$ cat src/rtl/cfg_loader_pkg.sv
package cfg_loader_pkg;

    localparam int BYTE_W = 8;
    localparam int IDX_W  = $clog2(BYTE_W);

    typedef enum logic [2:0] {
        S_IDLE,
        S_PROG,
        S_FETCH,
        S_BITLO,
        S_BITHI,
        S_STARTLO,
        S_STARTHI,
        S_SETTLE
    } ld_state_e;

    typedef struct packed {
        ld_state_e          st;
        logic [BYTE_W-1:0]  sreg;
        logic [IDX_W-1:0]   bitidx;
        logic               last;
        logic               prog_n;
        logic               cclk;
        logic               dout;
        logic               done;
        logic               err;
        logic               mute;
    } ld_regs_t;

endpackage

$ cat src/rtl/cfg_loader_timer.sv
// Loadable down-counter; zero flags expiry of the loaded interval.
module cfg_loader_timer #(
    parameter int W = 4
) (
    input  logic         clk,
    input  logic         rst_n,
    input  logic         load,
    input  logic         dec,
    input  logic [W-1:0] load_val,
    output logic         zero
);

    logic [W-1:0] cnt_d, cnt_q;

    always_comb begin
        cnt_d = cnt_q;
        if (load) begin
            cnt_d = load_val;
        end else if (dec && (cnt_q != '0)) begin
            cnt_d = cnt_q - 1'b1;
        end
    end

    always_ff @(posedge clk or negedge rst_n) begin
        if (!rst_n) begin
            cnt_q <= '0;
        end else begin
            cnt_q <= cnt_d;
        end
    end

    assign zero = (cnt_q == '0);

endmodule

$ cat src/rtl/cfg_loader_sync.sv
// Multi-stage synchroniser for the asynchronous status input.
module cfg_loader_sync #(
    parameter int STAGES = 2
) (
    input  logic clk,
    input  logic rst_n,
    input  logic async_in,
    output logic sync_out
);

    logic [STAGES-1:0] sync_d, sync_q;

    always_comb begin
        sync_d = {sync_q[STAGES-2:0], async_in};
    end

    always_ff @(posedge clk or negedge rst_n) begin
        if (!rst_n) begin
            sync_q <= '0;
        end else begin
            sync_q <= sync_d;
        end
    end

    assign sync_out = sync_q[STAGES-1];

endmodule

$ cat src/rtl/fpga_cfg_loader.sv
module fpga_cfg_loader
    import cfg_loader_pkg::*;
#(
    parameter int PROG_LOW_CYC = 6,
    parameter int PHASE_CYC    = 2,
    parameter int SETTLE_CYC   = 3,
    parameter int STARTUP_CLKS = 64,
    parameter int SYNC_STAGES  = 2
) (
    input  logic              clk,
    input  logic              rst_n,
    input  logic              start,
    input  logic [BYTE_W-1:0] in_data,
    input  logic              in_valid,
    input  logic              in_last,
    output logic              in_ready,
    output logic              prog_n,
    output logic              cfg_clk,
    output logic              cfg_dout,
    input  logic              cfg_done_in,
    output logic              busy,
    output logic              load_done,
    output logic              load_err,
    output logic              mute_req
);

    localparam int T_A   = (PROG_LOW_CYC > PHASE_CYC) ? PROG_LOW_CYC : PHASE_CYC;
    localparam int T_MAX = (T_A > SETTLE_CYC) ? T_A : SETTLE_CYC;
    localparam int TW    = $clog2(T_MAX + 1);
    localparam int PW    = $clog2(STARTUP_CLKS + 1);

    localparam logic [TW-1:0]    PROG_LD   = TW'(PROG_LOW_CYC - 1);
    localparam logic [TW-1:0]    PHASE_LD  = TW'(PHASE_CYC - 1);
    localparam logic [TW-1:0]    SETTLE_LD = TW'(SETTLE_CYC - 1);
    localparam logic [PW-1:0]    PULSE_LD  = PW'(STARTUP_CLKS - 1);
    localparam logic [IDX_W-1:0] IDX_LAST  = IDX_W'(BYTE_W - 1);

    ld_regs_t        q, n;
    logic            tmr_load, tmr_zero;
    logic [TW-1:0]   tmr_val;
    logic            pls_load, pls_dec, pls_zero;
    logic            done_sync;

    cfg_loader_timer #(.W(TW)) u_phase_tmr (
        .clk      (clk),
        .rst_n    (rst_n),
        .load     (tmr_load),
        .dec      (1'b1),
        .load_val (tmr_val),
        .zero     (tmr_zero)
    );

    cfg_loader_timer #(.W(PW)) u_pulse_cnt (
        .clk      (clk),
        .rst_n    (rst_n),
        .load     (pls_load),
        .dec      (pls_dec),
        .load_val (PULSE_LD),
        .zero     (pls_zero)
    );

    cfg_loader_sync #(.STAGES(SYNC_STAGES)) u_done_sync (
        .clk      (clk),
        .rst_n    (rst_n),
        .async_in (cfg_done_in),
        .sync_out (done_sync)
    );

    always_comb begin
        n        = q;
        tmr_load = 1'b0;
        tmr_val  = PHASE_LD;
        pls_load = 1'b0;
        pls_dec  = 1'b0;
        case (q.st)
            S_IDLE: begin
                if (start) begin
                    n.st     = S_PROG;
                    tmr_load = 1'b1;
                    tmr_val  = PROG_LD;
                    n.done   = 1'b0;
                    n.err    = 1'b0;
                    n.mute   = 1'b0;
                end
            end
            S_PROG: begin
                if (tmr_zero) n.st = S_FETCH;
            end
            S_FETCH: begin
                if (in_valid) begin
                    n.sreg   = in_data;
                    n.last   = in_last;
                    n.bitidx = '0;
                    n.st     = S_BITLO;
                    tmr_load = 1'b1;
                end
            end
            S_BITLO: begin
                if (tmr_zero) begin
                    n.st     = S_BITHI;
                    tmr_load = 1'b1;
                end
            end
            S_BITHI: begin
                if (tmr_zero) begin
                    if (q.bitidx == IDX_LAST) begin
                        if (q.last) begin
                            n.st     = S_STARTLO;
                            tmr_load = 1'b1;
                            pls_load = 1'b1;
                        end else begin
                            n.st = S_FETCH;
                        end
                    end else begin
                        n.bitidx = q.bitidx + 1'b1;
                        n.sreg   = {q.sreg[BYTE_W-2:0], 1'b0};
                        n.st     = S_BITLO;
                        tmr_load = 1'b1;
                    end
                end
            end
            S_STARTLO: begin
                if (tmr_zero) begin
                    n.st     = S_STARTHI;
                    tmr_load = 1'b1;
                end
            end
            S_STARTHI: begin
                if (tmr_zero) begin
                    if (pls_zero) begin
                        n.st     = S_SETTLE;
                        tmr_load = 1'b1;
                        tmr_val  = SETTLE_LD;
                    end else begin
                        pls_dec  = 1'b1;
                        n.st     = S_STARTLO;
                        tmr_load = 1'b1;
                    end
                end
            end
            S_SETTLE: begin
                if (tmr_zero) begin
                    n.st   = S_IDLE;
                    n.done = 1'b1;
                    n.err  = !done_sync;
                    n.mute = 1'b1;
                end
            end
            default: n.st = S_IDLE;
        endcase
        n.prog_n = (n.st != S_PROG);
        n.cclk   = (n.st == S_BITHI) || (n.st == S_STARTHI);
        n.dout   = ((n.st == S_BITLO) || (n.st == S_BITHI)) ? n.sreg[BYTE_W-1] : 1'b0;
    end

    always_ff @(posedge clk or negedge rst_n) begin
        if (!rst_n) begin
            q <= '{st: S_IDLE, sreg: '0, bitidx: '0, last: 1'b0, prog_n: 1'b1,
                   cclk: 1'b0, dout: 1'b0, done: 1'b0, err: 1'b0, mute: 1'b0};
        end else begin
            q <= n;
        end
    end

    assign in_ready  = (q.st == S_FETCH);
    assign busy      = (q.st != S_IDLE);
    assign prog_n    = q.prog_n;
    assign cfg_clk   = q.cclk;
    assign cfg_dout  = q.dout;
    assign load_done = q.done;
    assign load_err  = q.err;
    assign mute_req  = q.mute;

endmodule

$ cat config.mk
export PLATFORM = sky130hd
export DESIGN_NAME = fpga_cfg_loader
export DESIGN_NICKNAME = d
export VERILOG_FILES = /design/src/rtl/cfg_loader_pkg.sv /design/src/rtl/cfg_loader_timer.sv /design/src/rtl/cfg_loader_sync.sv /design/src/rtl/fpga_cfg_loader.sv
export SDC_FILE = /design/constraint.sdc
export NUM_CORES = 1
export LEC_CHECK = 0
export ABC_AREA = 1
export BUFFER_PORTS_ARGS = -buffer_cell sky130_fd_sc_hd__buf_2
export CAP_MARGIN = 20
export CORE_MARGIN = 8
export CORE_UTILIZATION = 50
export DETAILED_ROUTE_END_ITERATION = 10
export PLACE_DENSITY = 0.7
export SYNTH_ARGS = -nofsm -noshare
export SYNTH_HDL_FRONTEND = slang
export SYNTH_SLANG_ARGS = --single-unit
export TNS_END_PERCENT = 1
$ cat constraint.sdc
create_clock -name clk -period 2.04 [get_ports clk]
set_input_delay 0.612 -clock clk [delete_from_list [all_inputs] [get_ports clk]]
set_output_delay 0.612 -clock clk [all_outputs]
set_load 0.01 [all_outputs]
==> impl_metrics.ini, run 1 <==
[clock_network]
cts_root_buf = clkbuf_4
clk_path_buf_depth = 2
path_clk_slew_ps = 100
clock-sinks = 32
cts_tree = yes
cts_buffers = 5
htreeDepth = 2
insertion_delay_ps = 340
cts_hold_buf = 0

[worst_setup_path]
worst-setup-path-type = register to output pin
crit_path_start_kind = register
cp.arrival_ps = 1310
worstSetupEndpointType = output pin
cp_max_fo = 6
reg2reg_depth = 11
rr_endpoint = cfg_dout
reg2reg_from = u_phase_tmr.cnt_q[0]
reg2reg_setup_slack_ps = 380
worst_ep_required_time_ps = 1430

[floorplan]
io_pins = 22
core_um2 = 3340
num_rows = 21
die_y_um = 75.1
die_width_um = 75.1
die_area_um2 = 5640
initial_core_util_pct = 52.4

[sta]
rsz0062_at_grt = no
fin_crit_ps = 1920
setup-tns-final_ps = 0
worst_pin_slew_ps = 700
fmax_mhz = 521
finalSetupViolations = 0
slew_viol_final = 0
relSlewSlack_pct = 53.3
hold_viol_final = 0
period_share_pct = 94.1
finClkSkew_ps = 10.1

[global_routing]
antenna_found_initial = 0
grt_overflow = 0
grt_pass1_wl_um = 5840
grt_use_total_pct = 13.6
grt_pass1_vias = 1379
grt_max_degree = 33

[logic_synthesis]
syn_nets = 224
yosys_register_bits = 32
syn_avg_cell_area_um2 = 8.57
yosysWarnings = 0
ys.flop_type = dfrtp_1
seq_area_frac_synth_pct = 45.9
syn_area_um2 = 1750
netlist_instances = 204
async_flop_share_pct = 100
ys_types = 30
synth-edff-count = 0

[final_layout]
syn_to_final_growth_pct = 12.5
diodes = 0
drive_gt1_share_pct = 26.4
stdcell_count = 277
final_nets = 250
final_cell_mix = 53 x nand2_1, 30 x dfrtp_1, 22 x nor2_1, 21 x buf_2, 17 x inv_1
layout_commonest_cell = nand2_1
num-fill-cells = 316

[pwr]
p_leak_nw = 1.10
p_per_area_nw_per_um2 = 1240
total_power_mw = 2.43
ir_drop_uv = 652

[detailed_routing]
drt_iter0_drc = 84
wl_per_cell_um = 11.4
drcViolationCount = 0
ant_nets = 0
met2WireLength_um = 1430
met1Wirelength_um = 1500
first_pass_iters = 4
wl_met3_um = 173
highest_layer = met4
viasPerCell = 4.97
drt_wl_total_um = 3170
vias = 1378

[flow_run]
max_cap_violations = 0

[placement]
hpwl_um = 2340
io_buffers = 21
place.gp.congestion = 0.895
placedCellCount = 269

[worst_hold_path]
worstHoldPathType = input port to async pin

[status]
status = completed
[sequential cells by signal, indices dropped and copies added, names as in the netlist, 2 cells and up]
register,cells
u_phase_tmr.cnt_q,3
u_pulse_cnt.cnt_q,7
q,15
u_done_sync.sync_q,2
[critical path, stage by stage (launching register included)]
cell and delay [ps]:
dfrtp_1 450, inv_2 120, nand2_1 70, nor2_1 150, inv_1 50, buf_2 130
[metrics by stage]
stage | utilization [%] | setup slack (ps) | hold WS, ps | area (µm²)
floorplan | - | 538 | 316 | 1750
global route | 58.9 | 6.21 | 342 | 1970
finish | 58.9 | 120 | 313 | 1970
detailed placement | 56.6 | 358 | 336 | 1890
CTS | 58.9 | 92.7 | 328 | 1960
global placement | 56.6 | 379 | 337 | 1890
[final cells by class]
type                            count  area (µm²)  share of cell area (%)
Inverter                           24         106                    5.41
Clock buffer                        6        41.3                    2.10
Sequential cell                    32         803                    40.9
Multi-Input combinational cell    145         810                    41.2
Clock inverter                      2        35.0                    1.78
Timing Repair Buffer               22         113                    5.73
Tap cell                           46        57.6                    2.93
[Yosys cell counts, types with 2 or more instances]
cell type / instances / area (µm²)
inv_1: 17 / 63.8
o21ai_0: 4 / 20.0
nor2_2: 3 / 18.8
o21ai_1: 3 / 15.0
o21ai_2: 3 / 26.3
nor3_1: 2 / 10.0
dfrtp_1: 31 / 776
ha_1: 6 / 75.1
nand3_1: 12 / 60.1
inv_2: 5 / 18.8
nor2_1: 22 / 82.6
a22oi_1: 6 / 45.0
buf_6: 2 / 22.5
nor2_4: 2 / 22.5
nand4_1: 6 / 37.5
nand3_2: 6 / 60.1
a21oi_1: 4 / 20.0
nand2_2: 6 / 37.5
nand2_1: 53 / 199
[timing repair]
action | 4_1_cts | 5_1_grt
buffers inserted | 0 | 0
endpoints found under the setup margin | 0 | 1
resized for setup | 0 | 1
[worst max path at each step]
stage	startpoint	to	slack (ps)	cells after the start
finish	q[18]	busy	120	5
detailed placement	in_valid	cfg_dout	360	8
CTS	q[19]	busy	90	5
global placement	in_valid	cfg_dout	380	8
global route	q[18]	busy	6	5
floorplan	u_phase_tmr.cnt_q[0]	q[8]	540	10
[cells by family (layout without fill, tap and decap cells)]
family / count (synthesis) / count (layout) / synth area share (%)
flip-flops: 32 / 32 / 45.9
adder cells (fa/ha/maj): 6 / 6 / 4.29
AO/OA/AOI/OAI: 23 / 23 / 9.09
XOR/XNOR: 1 / 1 / 0.501
AND/OR/NAND/NOR: 115 / 115 / 32.4
buffers and inverters: 27 / 54 / 7.80
[power by group]
| part | switching (mW) | internal, mW | total, mW |
|---|---|---|---|
| combinational | 0.600 | 0.389 | 0.989 |
| sequential | 0.136 | 0.834 | 0.970 |
| clock | 0.217 | 0.257 | 0.474 |
| total | 0.953 | 1.48 | 2.43 |
[metal layers]
metal	vias to the layer above	global-route usage, %
li1	720	-
met1	628	16.5
met2	24	20.3
met3	6	5.06
met4	0	7.39
met5	-	0
Note: power is estimated with default switching activity, not from simulation.
==> inputs of run 2 (changes only) <==
--- a/config.mk
+++ b/config.mk
@@ -8,8 +8,8 @@
 export ABC_AREA = 1
 export BUFFER_PORTS_ARGS = -buffer_cell sky130_fd_sc_hd__buf_2
 export CAP_MARGIN = 20
-export CORE_MARGIN = 8
 export CORE_UTILIZATION = 50
+export CTS_CLUSTER_DIAMETER = 100
 export DETAILED_ROUTE_END_ITERATION = 10
 export PLACE_DENSITY = 0.7
 export SYNTH_ARGS = -nofsm -noshare
==> constraint.sdc (replaced) <==
create_clock -name clk -period 1.9 [get_ports clk]
set_input_delay 0.57 -clock clk [delete_from_list [all_inputs] [get_ports clk]]
set_output_delay 0.57 -clock clk [all_outputs]
set_load 0.01 [all_outputs]
==> run 2 against run 1 <==
Against the previous run:
- final area rose by 0.32%
- die area fell by 34%
- combinational power rose by 8%
- highest routed layer unchanged
- largest power group unchanged
- core utilization rose by 0.19 points
==> impl_metrics.ini, run 2 (synthesis gave the netlist of run 1 again) <==
[worst_hold_path]
worstHoldPathType = input port to async pin

[floorplan]
io_pins = 22
num_rows = 21
die_area_um2 = 3740
die_width_um = 61.1
die_y_um = 61.1
initial_core_util_pct = 52.4
core_um2 = 3340

[final_layout]
stdcell_count = 277
diodes = 0
largest_register = q
drive_gt1_share_pct = 27.7
final_cell_mix = 53 x nand2_1, 29 x dfrtp_1, 21 x buf_2, 20 x nor2_1, 17 x inv_1
largest_reg_flops = 15
syn_to_final_growth_pct = 12.8
final_nets = 250
top_regs = q x15, u_pulse_cnt.cnt_q x7, u_phase_tmr.cnt_q x3
post-route-util_pct = 59.1
layout_commonest_cell = nand2_1

[clock_network]
cts_tree = yes
clock-sinks = 32
cts_buffers = 5
cts_root_buf = clkbuf_4
path_clk_slew_ps = 90
htreeDepth = 2
clk_path_buf_depth = 2
insertion_delay_ps = 330

[pwr]
p_sw_mw = 1.04
p_per_area_nw_per_um2 = 1330
power_frac_clock_pct = 19.1
pwr-share-seq_pct = 40.2
p_leak_nw = 1.10
total_power_mw = 2.62
ir_drop_uv = 688
switching_share_pct = 39.6
p_comb_share_pct = 40.7
p_int_mw = 1.58

[global_routing]
grt_max_degree = 33
grt_pass1_vias = 1088
grt_use_total_pct = 17.9
grt_overflow = 0
antenna_found_initial = 0
grt_pass1_wl_um = 4730

[sta]
period_share_pct = 97.0
hold_viol_final = 0
finalSetupViolations = 0
rsz0062_at_grt = yes
finClkSkew_ps = 7.61
worst_pin_slew_ps = 409
fmax_mhz = 543
setup-tns-final_ps = 0
hold-worst-slack_ps = 242
slew_viol_final = 0
relSlewSlack_pct = 72.8
fin_crit_ps = 1840

[worst_setup_path]
cp_max_fo = 7
worst-setup-path-type = register to output pin
reg2reg_depth = 11
rr_endpoint = cfg_dout
crit_path_start_kind = register
crit_chain = inv_2 -> nand2_1 -> nor2_2 -> inv_1 -> buf_2
slowest_stage = dfrtp_2
worst_ep_required_time_ps = 1330
reg2reg_setup_slack_ps = 250
cp.arrival_ps = 1270
reg2reg_from = u_phase_tmr.cnt_q[0]
worstSetupEndpointType = output pin
cp_slowest_stage_delay_ps = 470

[placement]
io_buffers = 21
placedCellCount = 269
hpwl_um = 2200
place.gp.congestion = 0.870

[detailed_routing]
drt_iter0_drc = 72
drcViolationCount = 0
first_pass_iters = 4
vias = 1345
drt_wl_total_um = 3030
ant_nets = 0
wl_per_cell_um = 10.9
viasPerCell = 4.86

[status]
status = completed

[flow_run]
max_cap_violations = 0
run 2: worst max-delay path by stage:
stage,startpoint,to,cells past startpoint
global route,q[19],busy,5
CTS,q[19],busy,5
floorplan,u_phase_tmr.cnt_q[0],q[8],10
detailed placement,u_phase_tmr.cnt_q[0],cfg_dout,11
global placement,u_phase_tmr.cnt_q[0],cfg_dout,11
finish,q[19],busy,5
run 2: metrics by stage:
stage               instance area (µm²)  setup WS, ps
finish                             1970          57.5
CTS                                1970          15.3
floorplan                          1750           398
global route                       1970         -35.2
global placement                   1890           202
detailed placement                 1890           171
run 2: area by class of cell:
type / count / area, µm²
Sequential cell: 32 / 805
Tap cell: 46 / 57.6
Multi-Input combinational cell: 145 / 815
Inverter: 24 / 106
Fill cell: 313 / 1370
Clock inverter: 2 / 35.0
Timing Repair Buffer: 22 / 113
Clock buffer: 6 / 41.3
run 2: power groups by stage:
stage / logic [mW] / clock network, mW / registers (mW)
after detailed placement: 1.06 / 0 / 1.06
after floorplan: 0.850 / 0 / 1.04
after global routing: 1.22 / 0.552 / 1.08
final: 1.07 / 0.501 / 1.05
after global placement: 1.04 / 0 / 1.06
after CTS: 1.07 / 0.513 / 1.05
run 2: timing repair:
| item | in CTS | in global routing |
|---|---|---|
| buffers inserted | 0 | 0 |
| endpoints found under the setup margin | 1 | 3 |
| hold buffers | 0 | 0 |
| resized for setup | 1 | 3 |
run 2: routing by layer:
metal  up-vias  global-route usage [%]  share of wire (%)
met2        19                    25.5                 43
met5         -                       0                  0
li1        716                       -                  -
met4         0                    6.82                1.6
met1       603                    24.9                 52
met3         7                    6.30                3.5
run 2: critical path, delay by kind of cell, from the launching register on:
kind / cells / cell delay [ps]
flops: 1 / 470
buf+inv: 3 / 270
simple gates: 2 / 200
==> inputs of run 3 (changes only) <==
--- a/config.mk
+++ b/config.mk
@@ -5,7 +5,6 @@
 export SDC_FILE = /design/constraint.sdc
 export NUM_CORES = 1
 export LEC_CHECK = 0
-export ABC_AREA = 1
 export BUFFER_PORTS_ARGS = -buffer_cell sky130_fd_sc_hd__buf_2
 export CAP_MARGIN = 20
 export CORE_UTILIZATION = 50
==> run 3 against run 2 <==
Against the previous run:
- power increased by 12%
- final area up 3.5%
- sequential share of layout area fell by 1.3 points
- critical path depth fell by 3
- critical path type unchanged
- largest cell class unchanged
- highest routed layer unchanged
==> impl_metrics.ini, run 3 <==
[status]
status = completed

[clock_network]
cts_root_buf = clkbuf_4
clock-sinks = 32
insertion_delay_ps = 340
cts_buffers = 5
cts_tree = yes
htreeDepth = 2
path_clk_slew_ps = 100
clk_path_buf_depth = 2

[detailed_routing]
ant_nets = 0
viasPerCell = 5.40
first_pass_iters = 4
drt_wl_total_um = 3380
vias = 1318
drt_iter0_drc = 32
wl_per_cell_um = 13.8
drcViolationCount = 0

[final_layout]
top_regs = q x15, u_pulse_cnt.cnt_q x7, u_phase_tmr.cnt_q x3
num-fill-cells = 270
post-route-util_pct = 64.7
drive_gt1_share_pct = 34.5
final_cell_mix = 35 x nand2_1, 28 x dfrtp_1, 21 x buf_2, 12 x buf_4
final_nets = 219
diodes = 0
layout_commonest_cell = nand2_1
largest_register = q
largest_reg_flops = 15
final_area_um2 = 2040
stdcell_count = 244
syn_to_final_growth_pct = 19.1

[logic_synthesis]
synth_area_leader_cell = dfrtp_1
yosysWarnings = 0
synth_most_common_cell = nand2_1
synth_top_area_share_pct = 45.3
seq_area_frac_synth_pct = 46.8
syn_nets = 186
synth-edff-count = 0
syn_avg_cell_area_um2 = 10.3
synth_common_cells = 35 x nand2_1, 31 x dfrtp_1, 7 x a22oi_1, 7 x nor2_1, 7 x o21ai_0
ys.flop_type = dfrtp_1
ys_types = 50
yosys_register_bits = 32
netlist_instances = 166
syn_area_um2 = 1710
async_flop_share_pct = 100
synth.top_cells.by_area = dfrtp_1 45%, nand2_1 7.7%, ha_1 4.4%

[worst_setup_path]
crit_chain = or3_1 -> buf_2
cp.arrival_ps = 1310
critPathBufInv = 1
worst-setup-path-type = register to output pin
worst_ep_required_time_ps = 1330
cp_max_fo = 12
worstSetupEndpointType = output pin
slowest_stage = dfrtp_2
cp_slowest_stage_delay_ps = 490
crit_path_start_kind = register
cp_top_family = flip-flops

[sta]
worst_pin_slew_ps = 696
setup-tns-final_ps = 0
finClkSkew_ps = 14.1
finalSetupViolations = 0
period_share_pct = 99.1
worst_slack_ps = 17.5
rsz0062_at_grt = yes
slew_viol_final = 0
relSlewSlack_pct = 53.6
hold_viol_final = 0
fmax_mhz = 531
fin_crit_ps = 1880

[pwr]
p_leak_nw = 0.952
p_per_area_nw_per_um2 = 1440
ir_drop_uv = 653

[worst_hold_path]
worstHoldPathType = input port to async pin

[placement]
dp_slack_ps = -11.0
hpwl_um = 2420
io_buffers = 21
place_area_um2 = 1900
place.gp.congestion = 0.864
placedCellCount = 234

[global_routing]
grt_pass1_wl_um = 5870
grt_pass1_vias = 1323
grt_overflow = 0
grt_use_total_pct = 22.5
grt_max_degree = 33
antenna_found_initial = 0

[flow_run]
max_cap_violations = 0

[floorplan]
die_y_um = 60.6
initial_core_util_pct = 54.4
num_rows = 20
io_pins = 22
die_area_um2 = 3670
die_width_um = 60.6
core_um2 = 3150
## run 3: cell count changes in the layout (fill, tap and decap cells not counted), sizes merged, moves of 7 or more
cell,before,now
nand3,18,1
nand4,7,0
nor2,28,7
buf,22,35
inv,23,4
nand2,59,37
## run 3: through the flow
| stage | power [mW] | hold WS [ps] |
|---|---|---|
| 2_1_floorplan | 2.08 | 274 |
| 3_3_place_gp | 2.29 | 338 |
| 3_5_place_dp | 2.36 | 365 |
| 4_1_cts | 2.91 | 279 |
| 5_1_grt | 3.17 | 297 |
| 6_report | 2.94 | 262 |
## run 3: where the power goes
| group | switching (mW) | total (mW) | internal (mW) | leakage [nW] |
|---|---|---|---|---|
| clock network | 0.230 | 0.448 | 0.218 | 0.0386 |
| logic | 0.738 | 1.38 | 0.641 | 0.512 |
| registers | 0.191 | 1.11 | 0.920 | 0.402 |
## run 3: cells by family after synthesis
| family | after synthesis | synth area share, % |
|---|---|---|
| AOI/OAI and AO/OA | 34 | 15.9 |
| xor gates and xnor gates | 6 | 3.07 |
| adders and majority gates | 6 | 4.38 |
| buffers and inverters | 13 | 5.25 |
| DFF | 32 | 46.8 |
| muxes | 1 | 0.657 |
| and+or+nand+nor | 74 | 23.9 |
## run 3: repair_timing
action / 4_1_cts / 5_1_grt
setup endpoints to repair: 4 / 10
setup buffers: 2 / 0
gates resized for setup: 7 / 8
hold buffers: 0 / 0
pin swaps: 1 / 1
gates cloned: 0 / 0
## run 3: final timing paths
kind,to,slack (ps),cells after the start,from
worst max register to register,cfg_dout,80,7,u_pulse_cnt.cnt_q[0]
max in group asynchronous,q[20],1140,1,rst_n
worst min-delay path,u_pulse_cnt.cnt_q[5],260,1,rst_n
min in group clk,u_done_sync.sync_q[0],330,1,cfg_done_in
worst min register to register,u_done_sync.sync_q[1],380,0,u_done_sync.sync_q[0]
worst max-delay path,busy,20,2,q[18]
## run 3: area by class of cell
class	count	area (µm²)	area share [%]
multi-input cells	121	870	42.6
flip-flops and latches	32	806	39.5
repair buffers	35	226	11.1
clock buffers	8	68.8	3.37
well taps	44	55.1	2.70
inverters	4	15.0	0.736
## run 3: metal layers
| layer | GRT usage, % | up-vias | part of all wire (%) |
|---|---|---|---|
| met4 | 10.1 | 0 | 2.1 |
| met1 | 27.1 | 638 | 45 |
| met2 | 36.7 | 21 | 50 |
| li1 | - | 650 | - |
| met5 | 0 | - | 0 |
| met3 | 7.25 | 9 | 3.4 |
